$ cat config.mk
export PLATFORM = sky130hd
export DESIGN_NAME = evt_timer16
export DESIGN_NICKNAME = d
export VERILOG_FILES = /design/src/rtl/tmr_pkg.sv /design/src/rtl/tmr_edge.sv /design/src/rtl/tmr_core.sv /design/src/rtl/tmr_cmp.sv /design/src/rtl/evt_timer16.sv
export SDC_FILE = /design/constraint.sdc
export NUM_CORES = 1
export LEC_CHECK = 0
export BUFFER_PORTS_ARGS = -buffer_cell sky130_fd_sc_hd__buf_2
export CAP_MARGIN = 20
export CORE_MARGIN = 3
export CORE_UTILIZATION = 35
export CTS_CLUSTER_DIAMETER = 80
export DETAILED_ROUTE_END_ITERATION = 16
export PLACE_DENSITY = 0.62
export SLEW_MARGIN = 20
export SYNTH_ARGS = -nofsm -noshare
export SYNTH_HDL_FRONTEND = slang
export SYNTH_SLANG_ARGS = --single-unit
$ cat constraint.sdc
create_clock -name clk -period 1.8 [get_ports clk]
set_clock_uncertainty 0.1 [all_clocks]
set_input_delay 0 -clock clk [delete_from_list [all_inputs] [get_ports clk]]
set_output_delay 0 -clock clk [all_outputs]
set_load 0.01 [all_outputs]
$ cat src/rtl/tmr_pkg.sv
`timescale 1ns/1ps
// Shared types for the timer: mode encoding and register addresses.
package tmr_pkg;

    typedef enum logic [1:0] {
        MODE_STOP  = 2'b00,
        MODE_FREE  = 2'b01,
        MODE_EDGE  = 2'b10,
        MODE_MATCH = 2'b11
    } tmr_mode_e;

    localparam logic [1:0] ADDR_CTRL = 2'd0;
    localparam logic [1:0] ADDR_CR0  = 2'd1;
    localparam logic [1:0] ADDR_CR1  = 2'd2;
    localparam logic [1:0] ADDR_STAT = 2'd3;

    localparam int CTRL_CAP_BIT = 2;
    localparam int STAT_OVF_BIT = 0;
    localparam int STAT_ERR_BIT = 1;

endpackage

$ cat src/rtl/tmr_edge.sv
`timescale 1ns/1ps
// Rising-edge detector for one pin.
// Assumes the pin is already synchronous to clk; rise is combinational
// and valid in the cycle the pin is first seen high.
module tmr_edge (
    input  logic clk,
    input  logic rst_n,
    input  logic pin,
    output logic rise
);
    logic prev_q;

    // Remember the pin level of the previous cycle.
    always_ff @(posedge clk) begin
        if (!rst_n) prev_q <= 1'b0;
        else        prev_q <= pin;
    end

    assign rise = pin & ~prev_q;
endmodule

$ cat src/rtl/tmr_core.sv
`timescale 1ns/1ps
// Counter core: count register, restart logic per mode, arming after
// start, overflow and configuration-error flags.
// Assumes cnt_en is a one-cycle-wide tick; it does not reset any phase.
module tmr_core
    import tmr_pkg::*;
#(
    parameter int W = 16
) (
    input  logic          clk,
    input  logic          rst_n,
    input  tmr_mode_e     mode,
    input  logic          cnt_en,
    input  logic          clr_rise,
    input  logic [W-1:0]  cr0,
    input  logic          ovf_clr,
    input  logic          err_clr,
    output logic [W-1:0]  cnt,
    output logic          armed,
    output logic          ovf,
    output logic          cfg_err
);
    localparam logic [W-1:0] CNT_MAX = {W{1'b1}};

    logic         run;
    logic         pend_q;
    logic         bad_cfg;
    logic [W-1:0] cnt_nxt;

    assign run     = (mode != MODE_STOP);
    assign bad_cfg = (mode == MODE_MATCH) && (cr0 == '0);

    // Pick the value the count takes on an enable.
    always_comb begin
        if (mode == MODE_EDGE && (pend_q || clr_rise))
            cnt_nxt = '0;
        else if (mode == MODE_MATCH && !bad_cfg && cnt == cr0)
            cnt_nxt = '0;
        else
            cnt_nxt = cnt + 1'b1;
    end

    // Count, arming and pending-clear state.
    always_ff @(posedge clk) begin
        if (!rst_n) begin
            cnt    <= '0;
            armed  <= 1'b0;
            pend_q <= 1'b0;
        end else if (!run) begin
            cnt    <= '0;
            armed  <= 1'b0;
            pend_q <= 1'b0;
        end else if (cnt_en) begin
            cnt    <= cnt_nxt;
            armed  <= 1'b1;
            pend_q <= 1'b0;
        end else if (mode == MODE_EDGE && clr_rise) begin
            pend_q <= 1'b1;
        end
    end

    // Sticky overflow flag; a new overflow wins over a clear.
    always_ff @(posedge clk) begin
        if (!rst_n)
            ovf <= 1'b0;
        else if (mode == MODE_FREE && cnt_en && cnt == CNT_MAX)
            ovf <= 1'b1;
        else if (ovf_clr)
            ovf <= 1'b0;
    end

    // Sticky configuration-error flag for a zero restart value.
    always_ff @(posedge clk) begin
        if (!rst_n)       cfg_err <= 1'b0;
        else if (bad_cfg) cfg_err <= 1'b1;
        else if (err_clr) cfg_err <= 1'b0;
    end
endmodule

$ cat src/rtl/tmr_cmp.sv
`timescale 1ns/1ps
// One compare unit: registered one-cycle interrupt on a match seen at
// a count enable, plus an extra pulse request (capture event).
// Assumes armed is low until the first enable after a start.
module tmr_cmp #(
    parameter int W = 16
) (
    input  logic         clk,
    input  logic         rst_n,
    input  logic         cnt_en,
    input  logic         run,
    input  logic         armed,
    input  logic         cmp_en,
    input  logic         extra_pulse,
    input  logic [W-1:0] cnt,
    input  logic [W-1:0] cmp_val,
    output logic         irq
);
    logic hit;

    assign hit = run && cnt_en && armed && cmp_en && (cnt == cmp_val);

    // Register the interrupt so it lasts exactly one cycle.
    always_ff @(posedge clk) begin
        if (!rst_n) irq <= 1'b0;
        else        irq <= hit || extra_pulse;
    end
endmodule

$ cat src/rtl/evt_timer16.sv
`timescale 1ns/1ps
// Timer/event counter top: control and compare registers, pin edge
// detection, counter core and two compare units.
// Assumes pins are synchronous to clk and wr_data is at least 3 bits.
module evt_timer16
    import tmr_pkg::*;
#(
    parameter int CNT_W = 16
) (
    input  logic             clk,
    input  logic             rst_n,
    input  logic             wr_en,
    input  logic [1:0]       wr_addr,
    input  logic [CNT_W-1:0] wr_data,
    input  logic             cnt_en,
    input  logic             pin_clr,
    input  logic             pin_cap,
    output logic [CNT_W-1:0] cnt_q,
    output logic [CNT_W-1:0] cr0_q,
    output logic [CNT_W-1:0] cr1_q,
    output logic             irq_cr0,
    output logic             irq_cr1,
    output logic             ovf_flag,
    output logic             cfg_err
);
    localparam int N_CMP = 2;

    tmr_mode_e        mode_q;
    logic             cap_q;
    logic             run;
    logic             cap_active;
    logic             cap_evt;
    logic             armed;
    logic [1:0]       pins;
    logic [1:0]       rises;
    logic [CNT_W-1:0] cr_val [N_CMP];
    logic [N_CMP-1:0] cmp_en;
    logic [N_CMP-1:0] extra;
    logic [N_CMP-1:0] irq;
    logic             ovf_clr;
    logic             err_clr;

    assign run        = (mode_q != MODE_STOP);
    assign cap_active = cap_q && (mode_q != MODE_MATCH);
    assign cap_evt    = cap_active && run && rises[1];
    assign ovf_clr    = wr_en && wr_addr == ADDR_STAT && wr_data[STAT_OVF_BIT];
    assign err_clr    = wr_en && wr_addr == ADDR_STAT && wr_data[STAT_ERR_BIT];

    // Control word write.
    always_ff @(posedge clk) begin
        if (!rst_n) begin
            mode_q <= MODE_STOP;
            cap_q  <= 1'b0;
        end else if (wr_en && wr_addr == ADDR_CTRL) begin
            mode_q <= tmr_mode_e'(wr_data[1:0]);
            cap_q  <= wr_data[CTRL_CAP_BIT];
        end
    end

    // Register 0: capture has priority; software writes blocked in capture.
    always_ff @(posedge clk) begin
        if (!rst_n)
            cr0_q <= '0;
        else if (cap_evt)
            cr0_q <= cnt_q;
        else if (wr_en && wr_addr == ADDR_CR0 && !cap_active)
            cr0_q <= wr_data;
    end

    // Register 1: loaded only by software.
    always_ff @(posedge clk) begin
        if (!rst_n)                           cr1_q <= '0;
        else if (wr_en && wr_addr == ADDR_CR1) cr1_q <= wr_data;
    end

    assign pins = {pin_cap, pin_clr};

    generate
        for (genvar p = 0; p < 2; p++) begin : g_pin
            tmr_edge u_edge (
                .clk  (clk),
                .rst_n(rst_n),
                .pin  (pins[p]),
                .rise (rises[p])
            );
        end
    endgenerate

    tmr_core #(.W(CNT_W)) u_core (
        .clk     (clk),
        .rst_n   (rst_n),
        .mode    (mode_q),
        .cnt_en  (cnt_en),
        .clr_rise(rises[0]),
        .cr0     (cr0_q),
        .ovf_clr (ovf_clr),
        .err_clr (err_clr),
        .cnt     (cnt_q),
        .armed   (armed),
        .ovf     (ovf_flag),
        .cfg_err (cfg_err)
    );

    assign cr_val[0] = cr0_q;
    assign cr_val[1] = cr1_q;
    assign cmp_en    = {1'b1, ~cap_active};
    assign extra     = {1'b0, cap_evt};

    generate
        for (genvar c = 0; c < N_CMP; c++) begin : g_cmp
            tmr_cmp #(.W(CNT_W)) u_cmp (
                .clk        (clk),
                .rst_n      (rst_n),
                .cnt_en     (cnt_en),
                .run        (run),
                .armed      (armed),
                .cmp_en     (cmp_en[c]),
                .extra_pulse(extra[c]),
                .cnt        (cnt_q),
                .cmp_val    (cr_val[c]),
                .irq        (irq[c])
            );
        end
    endgenerate

    assign irq_cr0 = irq[0];
    assign irq_cr1 = irq[1];
endmodule

==> impl_metrics.json, run 1 <==
{
  "synth-seq-cells": 59,
  "dp_slack_ps": -197.9,
  "fin_crit_sh": 1.100,
  "synth_area_leaders": "dfxtp_1 (38%), nand2_1 (8.0%), xnor2_1 (7.2%), mux2i_1 (6.7%), o211a_1 (5.1%)",
  "yosysSeqAreaShare": 0.3755,
  "antenna_found_initial": 0,
  "slowest_stage": "dfxtp_1",
  "p_seq_frac": 0.447,
  "clkPwrFrac": 0.419,
  "ys_top_cells_by_count": "nand2_1 (67), dfxtp_1 (59), xnor2_1 (26), mux2i_1 (21)",
  "utilization": 0.5336,
  "syn_area_mm2": 0.003146,
  "grt-ovfl-total": 0,
  "cts_tree": "yes",
  "synth_top_area_share": 0.3755,
  "failed_checks": "setup timing",
  "area_growth_syn_to_layout_pct": 43.60,
  "cts_root_buffer": "clkbuf_8",
  "worst-slew-pin-transition_ps": 619.1,
  "cap_violations": 0,
  "yosys.area_share.adder": 0.007160,
  "drive_above_1_share": 0.4064,
  "status": "finished with violations",
  "ys.flop_type": "dfxtp_1",
  "ios": 76,
  "path_buf_inv": 1,
  "peakVddDrop_mv": 0.3996,
  "antenna_cells": 0,
  "synthMuxAreaShare": 0.06683,
  "vias": 3031,
  "internal_power_mw": 2.315,
  "max_freq_mhz": 505.1,
  "dieArea_mm2": 0.01016,
  "synth_compound_area_frac": 0.1714,
  "cts_max_path_buffers": 2,
  "synthSimpleGateAreaFrac": 0.2104,
  "clk_latency_ps": 350,
  "cts.sinks": 59,
  "grt_usage": 0.2010,
  "post_dp_cell_area_mm2": 0.004001,
  "avgViaCountPerCell": 5.035,
  "synth_most_common_cell": "nand2_1",
  "worst_slack_ps": -179.6,
  "yosysTopAreaCell": "dfxtp_1",
  "syn_nets": 376,
  "yosys_warnings": 0,
  "fin_area_mm2": 0.004517,
  "fin_setup_tns_ps": -834.4,
  "end_kind": "flop",
  "relSlewSlack": 0.5864,
  "fp-row-count": 33,
  "ys_types": 47,
  "hold_viol": 0,
  "die_y_um": 100.8,
  "postSynthCellCount": 351,
  "path_clk_slew_ps": 70,
  "setup_violations": 13,
  "core_area_mm2": 0.008464,
  "rsz0062_at_grt": "true",
  "path_cells": "xnor2_2 -> nand4_1 -> nor4_4 -> a211oi_4 -> buf_12 -> and3_1 -> a221o_1",
  "fin_crit_ps": 1980,
  "syn_area_per_cell_um2": 8.962,
  "remaining_drc_errors": 0,
  "reg2reg_slack_ps": -180,
  "required_ps": 1930,
  "slew_violations": 0,
  "grt_pass1_vias": 3079,
  "path_class": "flop to flop",
  "async_flop_share": 0,
  "combPwrFrac": 0.133,
  "port_buffers": 75,
  "wire_per_inst_um": 16.42,
  "synthXorXnorAreaFrac": 0.1066,
  "drtIter0Drc": 174,
  "arrival_ps": 2110,
  "final_cells": 602,
  "whs_ps": 41.16,
  "crit_family": "simple AND/OR/NAND/NOR gates",
  "hp-class": "input pin to flop",
  "power_density_mw_per_mm2": 686.5,
  "p_sw_uw": 785.7,
  "fp.dieW_um": 100.8,
  "gp_congestion": 0.9067,
  "dr.pass1.iters": 4,
  "nets": 517,
  "crit_path_start_kind": "flop",
  "start_util": 0.3716,
  "cts_buffers": 9,
  "cellLeakagePower_nw": 2.103,
  "grt_pass1_wl_um": 15750,
  "cp_max_fo": 25,
  "synth-edff-count": 0,
  "crit_path_max_incr_delay_ps": 430,
  "synth_top_family_by_area": "simple AND/OR/NAND/NOR gates",
  "grt_max_degree": 41,
  "drt_wl_total_um": 9882,
  "switching_share": 0.2534,
  "drtAntennaViolNets": 0,
  "dp_hpwl_um": 7462,
  "finalPower_mw": 3.101,
  "dp_cells": 563,
  "htreeDepth": 3
}
-- cells in the final DEF (no fill, tap or decap), types with 3 or more instances in the layout --
cell and instances:
a21oi_1 11, dfxtp_1 35, o21ai_0 3, mux2i_1 21
a22o_1 4, clkbuf_8 12, a21boi_0 16, buf_12 3
dlygate4sd3_1 19, nor4_2 4, o21a_1 3, o21ai_1 4
nor2_1 10, buf_4 60, nor2b_1 7, o211a_1 16
dfxtp_2 22, nand2_1 67, xnor2_2 6, nand3_1 4
and2_1 3, xnor2_1 25, inv_1 6, and3_1 5
buf_2 75, nand4_1 11, xor2_1 3, nor3_1 4
-- worst paths after layout --
| check | start | end | cells after the start |
|---|---|---|---|
| min | wr_en | u_core.cfg_err | 5 |
| max | cr0_q[6] | u_core.cnt[7] | 7 |
| min reg2reg | cr1_q[14] | cr1_q[14] | 2 |
| max reg2reg | cr0_q[6] | u_core.cnt[7] | 7 |
-- flip-flops by register name, summed over array words and instances, names as in the netlist, 2 cells and up --
signal	cells
cr0_q	16
cr1_q	16
u_core.cnt	16
g_cmp.u_cmp.irq	2
g_pin.u_edge.prev_q	2
mode_q	2
-- cells by family (layout without fill, tap and decap cells) --
group | count (synthesis) | count (layout)
AOI/OAI and AO/OA | 68 | 68
xor gates and xnor gates | 34 | 34
adders and majority gates | 2 | 2
buffers and inverters | 35 | 181
DFF | 59 | 59
muxes | 21 | 21
and+or+nand+nor | 132 | 132
-- final cells by class --
| cell class | count | area (µm²) |
|---|---|---|
| fill | 808 | 3948 |
| multi-input combinational | 257 | 1836 |
| sequential | 59 | 1216 |
| timing repair buffer | 159 | 1099 |
| clock buffer | 12 | 165.2 |
| tap | 105 | 131.4 |
| clock inverter | 4 | 47.55 |
| inverter | 6 | 22.52 |
-- what timing repair did --
item	4_1_cts	5_1_grt
hold buffers	19	0
setup endpoints to repair	14	34
pin swaps	2	4
resized for setup	15	13
hold endpoints to repair	42	0
buffers inserted	2	2
-- power by group through the flow --
stage / clock [mW] / combinational [mW] / sequential [mW]
final: 1.30 / 0.413 / 1.39
after global routing: 1.38 / 0.450 / 1.39
after CTS: 1.32 / 0.404 / 1.38
after detailed placement: 0 / 0.361 / 1.41
after global placement: 0 / 0.359 / 1.41
after floorplan: 0 / 0.181 / 1.42
-- per-layer routing --
layer,wire [µm],share of wire,track usage
met1,4539,0.46,0.2778
met2,4470,0.45,0.3023
met3,674,0.068,0.04844
met4,197,0.020,0.07565
met5,0,0,0
-- worst register-to-register path, cell delays in order, from the launching register on --
cell,delay (ps)
dfxtp_1,430
xnor2_2,130
nand4_1,160
nor4_4,350
a211oi_4,120
buf_12,180
and3_1,160
a221o_1,250
Note: power is estimated with default switching activity, not from simulation.
==> inputs of run 2 (changes only) <==
- ABC_AREA: default -> 1
- CORE_ASPECT_RATIO: default -> 0.5
==> run 2 against run 1 <==
Against the previous run: the flow now finishes without violations; register-to-register slack better by 290 ps; design area increased by 1.7%; non-clock buffer count shrank 18; synthesized area increased by 5.3%; synthesized cell count increased by 46%; wire length rose by 17%; critical path type unchanged; largest cell class unchanged; highest routed layer unchanged.
==> impl_metrics.json, run 2 <==
{
  "remaining_drc_errors": 0,
  "max_freq_mhz": 590.4,
  "status": "completed",
  "fp.dieW_um": 143.5,
  "drt_wl_total_um": 11570,
  "end_kind": "flop",
  "synth_top_area_share": 0.3568,
  "multi_input_area_mm2": 0.001794,
  "cellLeakagePower_nw": 2.240,
  "r2r-end": "cr0_q[7]",
  "clk_latency_ps": 330,
  "worst-slew-pin-transition_ps": 698.3,
  "avgViaCountPerCell": 5.036,
  "syn_nets": 536,
  "ys_types": 35,
  "hp-class": "input pin to flop",
  "arrival_ps": 1850,
  "htreeDepth": 3,
  "dr.pass1.iters": 5,
  "drtIter0Drc": 342,
  "final_cells": 759,
  "cts.sinks": 59,
  "worst_slack_ps": 106.2,
  "fp-row-count": 24,
  "path_clk_slew_ps": 50,
  "yosysSeqAreaShare": 0.3568,
  "cts_root_buffer": "clkbuf_16",
  "worstReg2RegStart": "mode_q[0]",
  "fin_crit_ps": 1694,
  "power_density_mw_per_mm2": 775.3,
  "ios": 76,
  "crit_path_start_kind": "flop",
  "r2r_cells": 6,
  "dp_slack_ps": 17.97,
  "postSynthCellCount": 511,
  "antenna_found_initial": 0,
  "nFillCells": 924,
  "die_y_um": 74.77,
  "drtAntennaViolNets": 0,
  "yosys_warnings": 0,
  "holdPathStages": 4,
  "grt-ovfl-total": 0,
  "grt_pass1_vias": 3510,
  "utilization": 0.5133,
  "rsz0062_at_grt": "false",
  "peakVddDrop_mv": 0.4975,
  "synth_area_leaders": "dfxtp_1 (36%), nand2_1 (16%), nor2_1 (8.2%), o21ai_0 (5.9%), a21oi_1 (4.4%)",
  "nets": 663,
  "reg2reg_slack_ps": 110,
  "reg_top3": "cr0_q x16, cr1_q x16, u_core.cnt x16",
  "finalPower_mw": 3.561,
  "final_common_cell": "nand2_1",
  "setup_violations": 0,
  "relSlewSlack": 0.5340,
  "grt_usage": 0.2223,
  "cap_violations": 0,
  "min_from": "wr_en",
  "fin_setup_tns_ps": 0,
  "ys.flop_type": "dfxtp_1",
  "fin_crit_sh": 0.9410,
  "grt_pass1_wl_um": 18370,
  "cts_max_path_buffers": 2,
  "synth-seq-cells": 59,
  "wire_per_inst_um": 15.24,
  "syn_area_per_cell_um2": 6.479,
  "yosysTopAreaCell": "dfxtp_1",
  "core_area_mm2": 0.008949,
  "start_util": 0.3700,
  "area_growth_syn_to_layout_pct": 38.74,
  "cts_buffers": 9,
  "ys_top_cells_by_count": "nand2_1 (140), nor2_1 (72), dfxtp_1 (59), o21ai_0 (39), inv_1 (38)",
  "syn_area_mm2": 0.003311,
  "synth-edff-count": 0,
  "final_cell_mix": "nand2_1 (140), buf_2 (75), nor2_1 (70), dfxtp_1 (56), o21ai_0 (39)",
  "gp_congestion": 0.9023,
  "register_area_mm2": 0.001185,
  "async_flop_share": 0,
  "dieArea_mm2": 0.01073,
  "slew_violations": 0,
  "dp_hpwl_um": 8430,
  "drive_above_1_share": 0.2445,
  "hold-path-endpoint": "u_core.ovf",
  "synth_most_common_cell": "nand2_1",
  "hold_viol": 0,
  "dp_cells": 711,
  "cts_tree": "yes",
  "antenna_cells": 0,
  "path_class": "flop to flop",
  "vias": 3822,
  "grt_max_degree": 21,
  "cp_max_fo": 16,
  "required_ps": 1960,
  "port_buffers": 75
}
[run 2: worst max-delay path: stages (launching register included)]
cell	delay, ps
dfxtp_1	400
nor2_2	110
nor3_4	160
nand3_4	210
inv_2	340
nand2_1	150
a21oi_1	150
[run 2: how the worst max path moves through the flow]
stage / cells after the start / from / to
2_1_floorplan: 11 / u_core.cnt[12] / u_core.cnt[10]
5_1_grt: 9 / u_core.cnt[1] / u_core.ovf
4_1_cts: 9 / u_core.cnt[0] / u_core.ovf
3_5_place_dp: 9 / u_core.cnt[1] / u_core.ovf
3_3_place_gp: 9 / u_core.cnt[1] / u_core.ovf
6_report: 6 / mode_q[0] / cr0_q[7]
[run 2: power breakdown]
part	switching, mW	internal [mW]	total [mW]
clock	0.580	1.14	1.72
combinational	0.248	0.186	0.434
sequential	0.0552	1.36	1.41
total	0.883	2.68	3.56
[run 2: routing by layer]
metal  GRT usage  routed length (µm)  up-vias
met2      0.3435                5011      161
met3     0.06916                1022       12
met4     0.04802                 103        0
li1            -                   -     1905
met5           0                   0        -
met1      0.3090                5427     1744
[run 2: kinds of logic after synthesis]
logic type	share of synthesized area
AO/OA/AOI/OAI	0.1470
XOR/XNOR	0.03175
adder cells (fa/ha/maj)	0.003779
buffers and inverters	0.1070
flip-flops	0.3568
AND/OR/NAND/NOR	0.3537
[run 2: what timing repair did]
action,in CTS,in global routing
setup endpoints to repair,1,29
buffers inserted,0,2
hold buffers,31,0
hold endpoints to repair,41,0
resized for setup,1,6
pin swaps,0,0
[run 2: final cells by class]
type / instances / area share
multi-input combinational: 374 / 0.3906
timing repair buffer: 141 / 0.2119
sequential: 59 / 0.2580
tap: 117 / 0.03187
inverter: 53 / 0.04331
clock inverter: 2 / 0.007627
clock buffer: 13 / 0.05666
[run 2: metrics by stage]
stage / hold WS, ps / instance area (µm²)
final: 14.98 / 4593
after global routing: 35.47 / 4593
after CTS: 6.339 / 4544
after detailed placement: 108.1 / 3938
after global placement: 98.68 / 3938
after floorplan: -6.547 / 3311
==> inputs of run 3 (changes only) <==
- PLACE_DENSITY: 0.62 -> 0.6
- clock period: 1.8 -> 1.6 ns (I/O delays scaled with it)
==> run 3 against run 2 <==
Against the previous run: the flow now finishes with violations (hold timing); critical endpoint is now u_core.cnt[9]; final cell count is 4.3% higher; global-route usage is 0.90 points lower; sequential share of layout area is 0.94 points lower; clock power is 5% higher; via count is 4.0% higher; highest routed layer unchanged; register-to-register slack worse by 60 ps; largest cell class unchanged; power is 11% higher.
==> impl_metrics.json, run 3 (same netlist as run 2, synthesis figures left out) <==
{
  "status": "finished with violations",
  "failed_checks": "hold timing",
  "drtIter0Drc": 324,
  "fin_crit_sh": 0.9718,
  "required_ps": 1720,
  "start_util": 0.3700,
  "grt_max_degree": 22,
  "reg_top3": "cr0_q x16, cr1_q x16, u_core.cnt x16",
  "drtAntennaViolNets": 0,
  "grt_pass1_vias": 3382,
  "drive_above_1_share": 0.3541,
  "p_sw_mw": 1.064,
  "fin_setup_tns_ps": 0,
  "slew_violations": 0,
  "holdPathStages": 4,
  "avgViaCountPerCell": 5.016,
  "grt-ovfl-total": 0,
  "worst_slack_ps": 45.13,
  "max_freq_mhz": 643.1,
  "rsz0062_at_grt": "true",
  "hold-path-endpoint": "u_core.cfg_err",
  "reg2reg_slack_ps": 50,
  "setup_violations": 0,
  "crit_path_start_kind": "flop",
  "min_from": "wr_addr[0]",
  "fp.dieW_um": 143.5,
  "power_density_mw_per_mm2": 799.7,
  "vias": 3973,
  "gp_congestion": 0.8981,
  "fin_crit_ps": 1555,
  "clk_latency_ps": 340,
  "cts_root_buffer": "clkbuf_16",
  "antenna_found_initial": 0,
  "remaining_drc_errors": 0,
  "port_buffers": 75,
  "cts_max_path_buffers": 2,
  "clkPwrFrac": 0.456,
  "cp_max_fo": 8,
  "dr.pass1.iters": 5,
  "peakVddDrop_mv": 0.4914,
  "area_growth_syn_to_layout_pct": 49.89,
  "wire_per_inst_um": 15.36,
  "grt_pass1_wl_um": 17670,
  "worst-slew-pin-transition_ps": 614.6,
  "hold_viol": 1,
  "hp-class": "input pin to flop",
  "r2r-end": "u_core.cnt[9]",
  "switching_share": 0.2681,
  "whs_ps": -1.710,
  "worstReg2RegStart": "u_core.cnt[10]",
  "internal_power_mw": 2.904,
  "ios": 76,
  "nets": 695,
  "end_kind": "flop",
  "finalPower_mw": 3.968,
  "p_seq_frac": 0.400,
  "cap_violations": 0,
  "relSlewSlack": 0.5898,
  "grt_usage": 0.2133,
  "cellLeakagePower_nw": 2.411,
  "cts.sinks": 59,
  "cts_tree": "yes",
  "dp_slack_ps": -30.47,
  "htreeDepth": 3,
  "dieArea_mm2": 0.01073,
  "combPwrFrac": 0.144,
  "dp_hpwl_um": 8688,
  "drt_wl_total_um": 12170,
  "final_cell_mix": "nand2_1 (133), buf_2 (75), nor2_1 (65), buf_4 (64), o21ai_0 (35)",
  "arrival_ps": 1670,
  "cts_buffers": 9,
  "path_clk_slew_ps": 50,
  "r2r_cells": 10,
  "core_area_mm2": 0.008949,
  "antenna_cells": 0,
  "die_y_um": 74.77,
  "path_class": "flop to flop",
  "final_common_cell": "nand2_1",
  "fp-row-count": 24
}
run 3: worst max-delay path, stage by stage (launching register included):
cell	delay (ps)
dfxtp_2	350
inv_2	40
nand2_1	50
nand2_1	50
nor2_1	100
nand2_1	100
nor2_4	210
nand3_4	130
clkbuf_16	190
nand4_1	70
nand2_1	50
run 3: layout make-up:
class	count	area [µm²]
Multi-Input combinational cell	376	1874
Clock inverter	2	10.01
Tap cell	117	146.4
Timing Repair Buffer	171	1235
Sequential cell	59	1234
Inverter	53	198.9
Fill cell	880	3986
Clock buffer	14	264.0
run 3: metal layers:
layer,GRT usage,up-vias,wire [µm],part of all wire
li1,-,1978,-,-
met1,0.3093,1812,5714,0.47
met2,0.3238,160,5279,0.43
met3,0.04632,23,958,0.079
met4,0.05637,0,214,0.018
met5,0,-,0,0
run 3: worst max-delay path by stage:
stage | slack [ps] | endpoint | from
after floorplan | 80 | u_core.cnt[10] | u_core.cnt[12]
after global placement | -30 | u_core.cnt[9] | cr0_q[12]
after detailed placement | -30 | u_core.cnt[8] | mode_q[0]
after CTS | 20 | u_core.cnt[8] | cr0_q[12]
after global routing | -20 | u_core.cnt[2] | u_core.cnt[10]
final | 50 | u_core.cnt[9] | u_core.cnt[10]
run 3: timing repair:
| action | in CTS | in global routing |
|---|---|---|
| resized for setup | 2 | 66 |
| buffers inserted | 0 | 10 |
| pin swaps | 0 | 20 |
| hold buffers | 24 | 0 |
| cloned | 0 | 3 |
| endpoints found under the hold margin | 38 | 0 |
| setup endpoints to repair | 16 | 33 |
run 3: power groups by stage:
stage	Combinational, mW	Sequential [mW]	Clock, mW
floorplan	0.227	1.62	0
global placement	0.448	1.61	0
detailed placement	0.452	1.62	0
CTS	0.506	1.59	1.82
global route	0.617	1.59	1.88
finish	0.570	1.59	1.81
run 3: stage by stage:
| stage | instance area [µm²] | instances | util |
|---|---|---|---|
| after detailed placement | 4173 | 739 | 0.4663 |
| final | 4962 | 792 | 0.5545 |
| after global placement | 4173 | 739 | 0.4663 |
| after floorplan | 3311 | 511 | - |
| after CTS | 4697 | 779 | 0.5249 |
| after global routing | 4962 | 792 | 0.5545 |
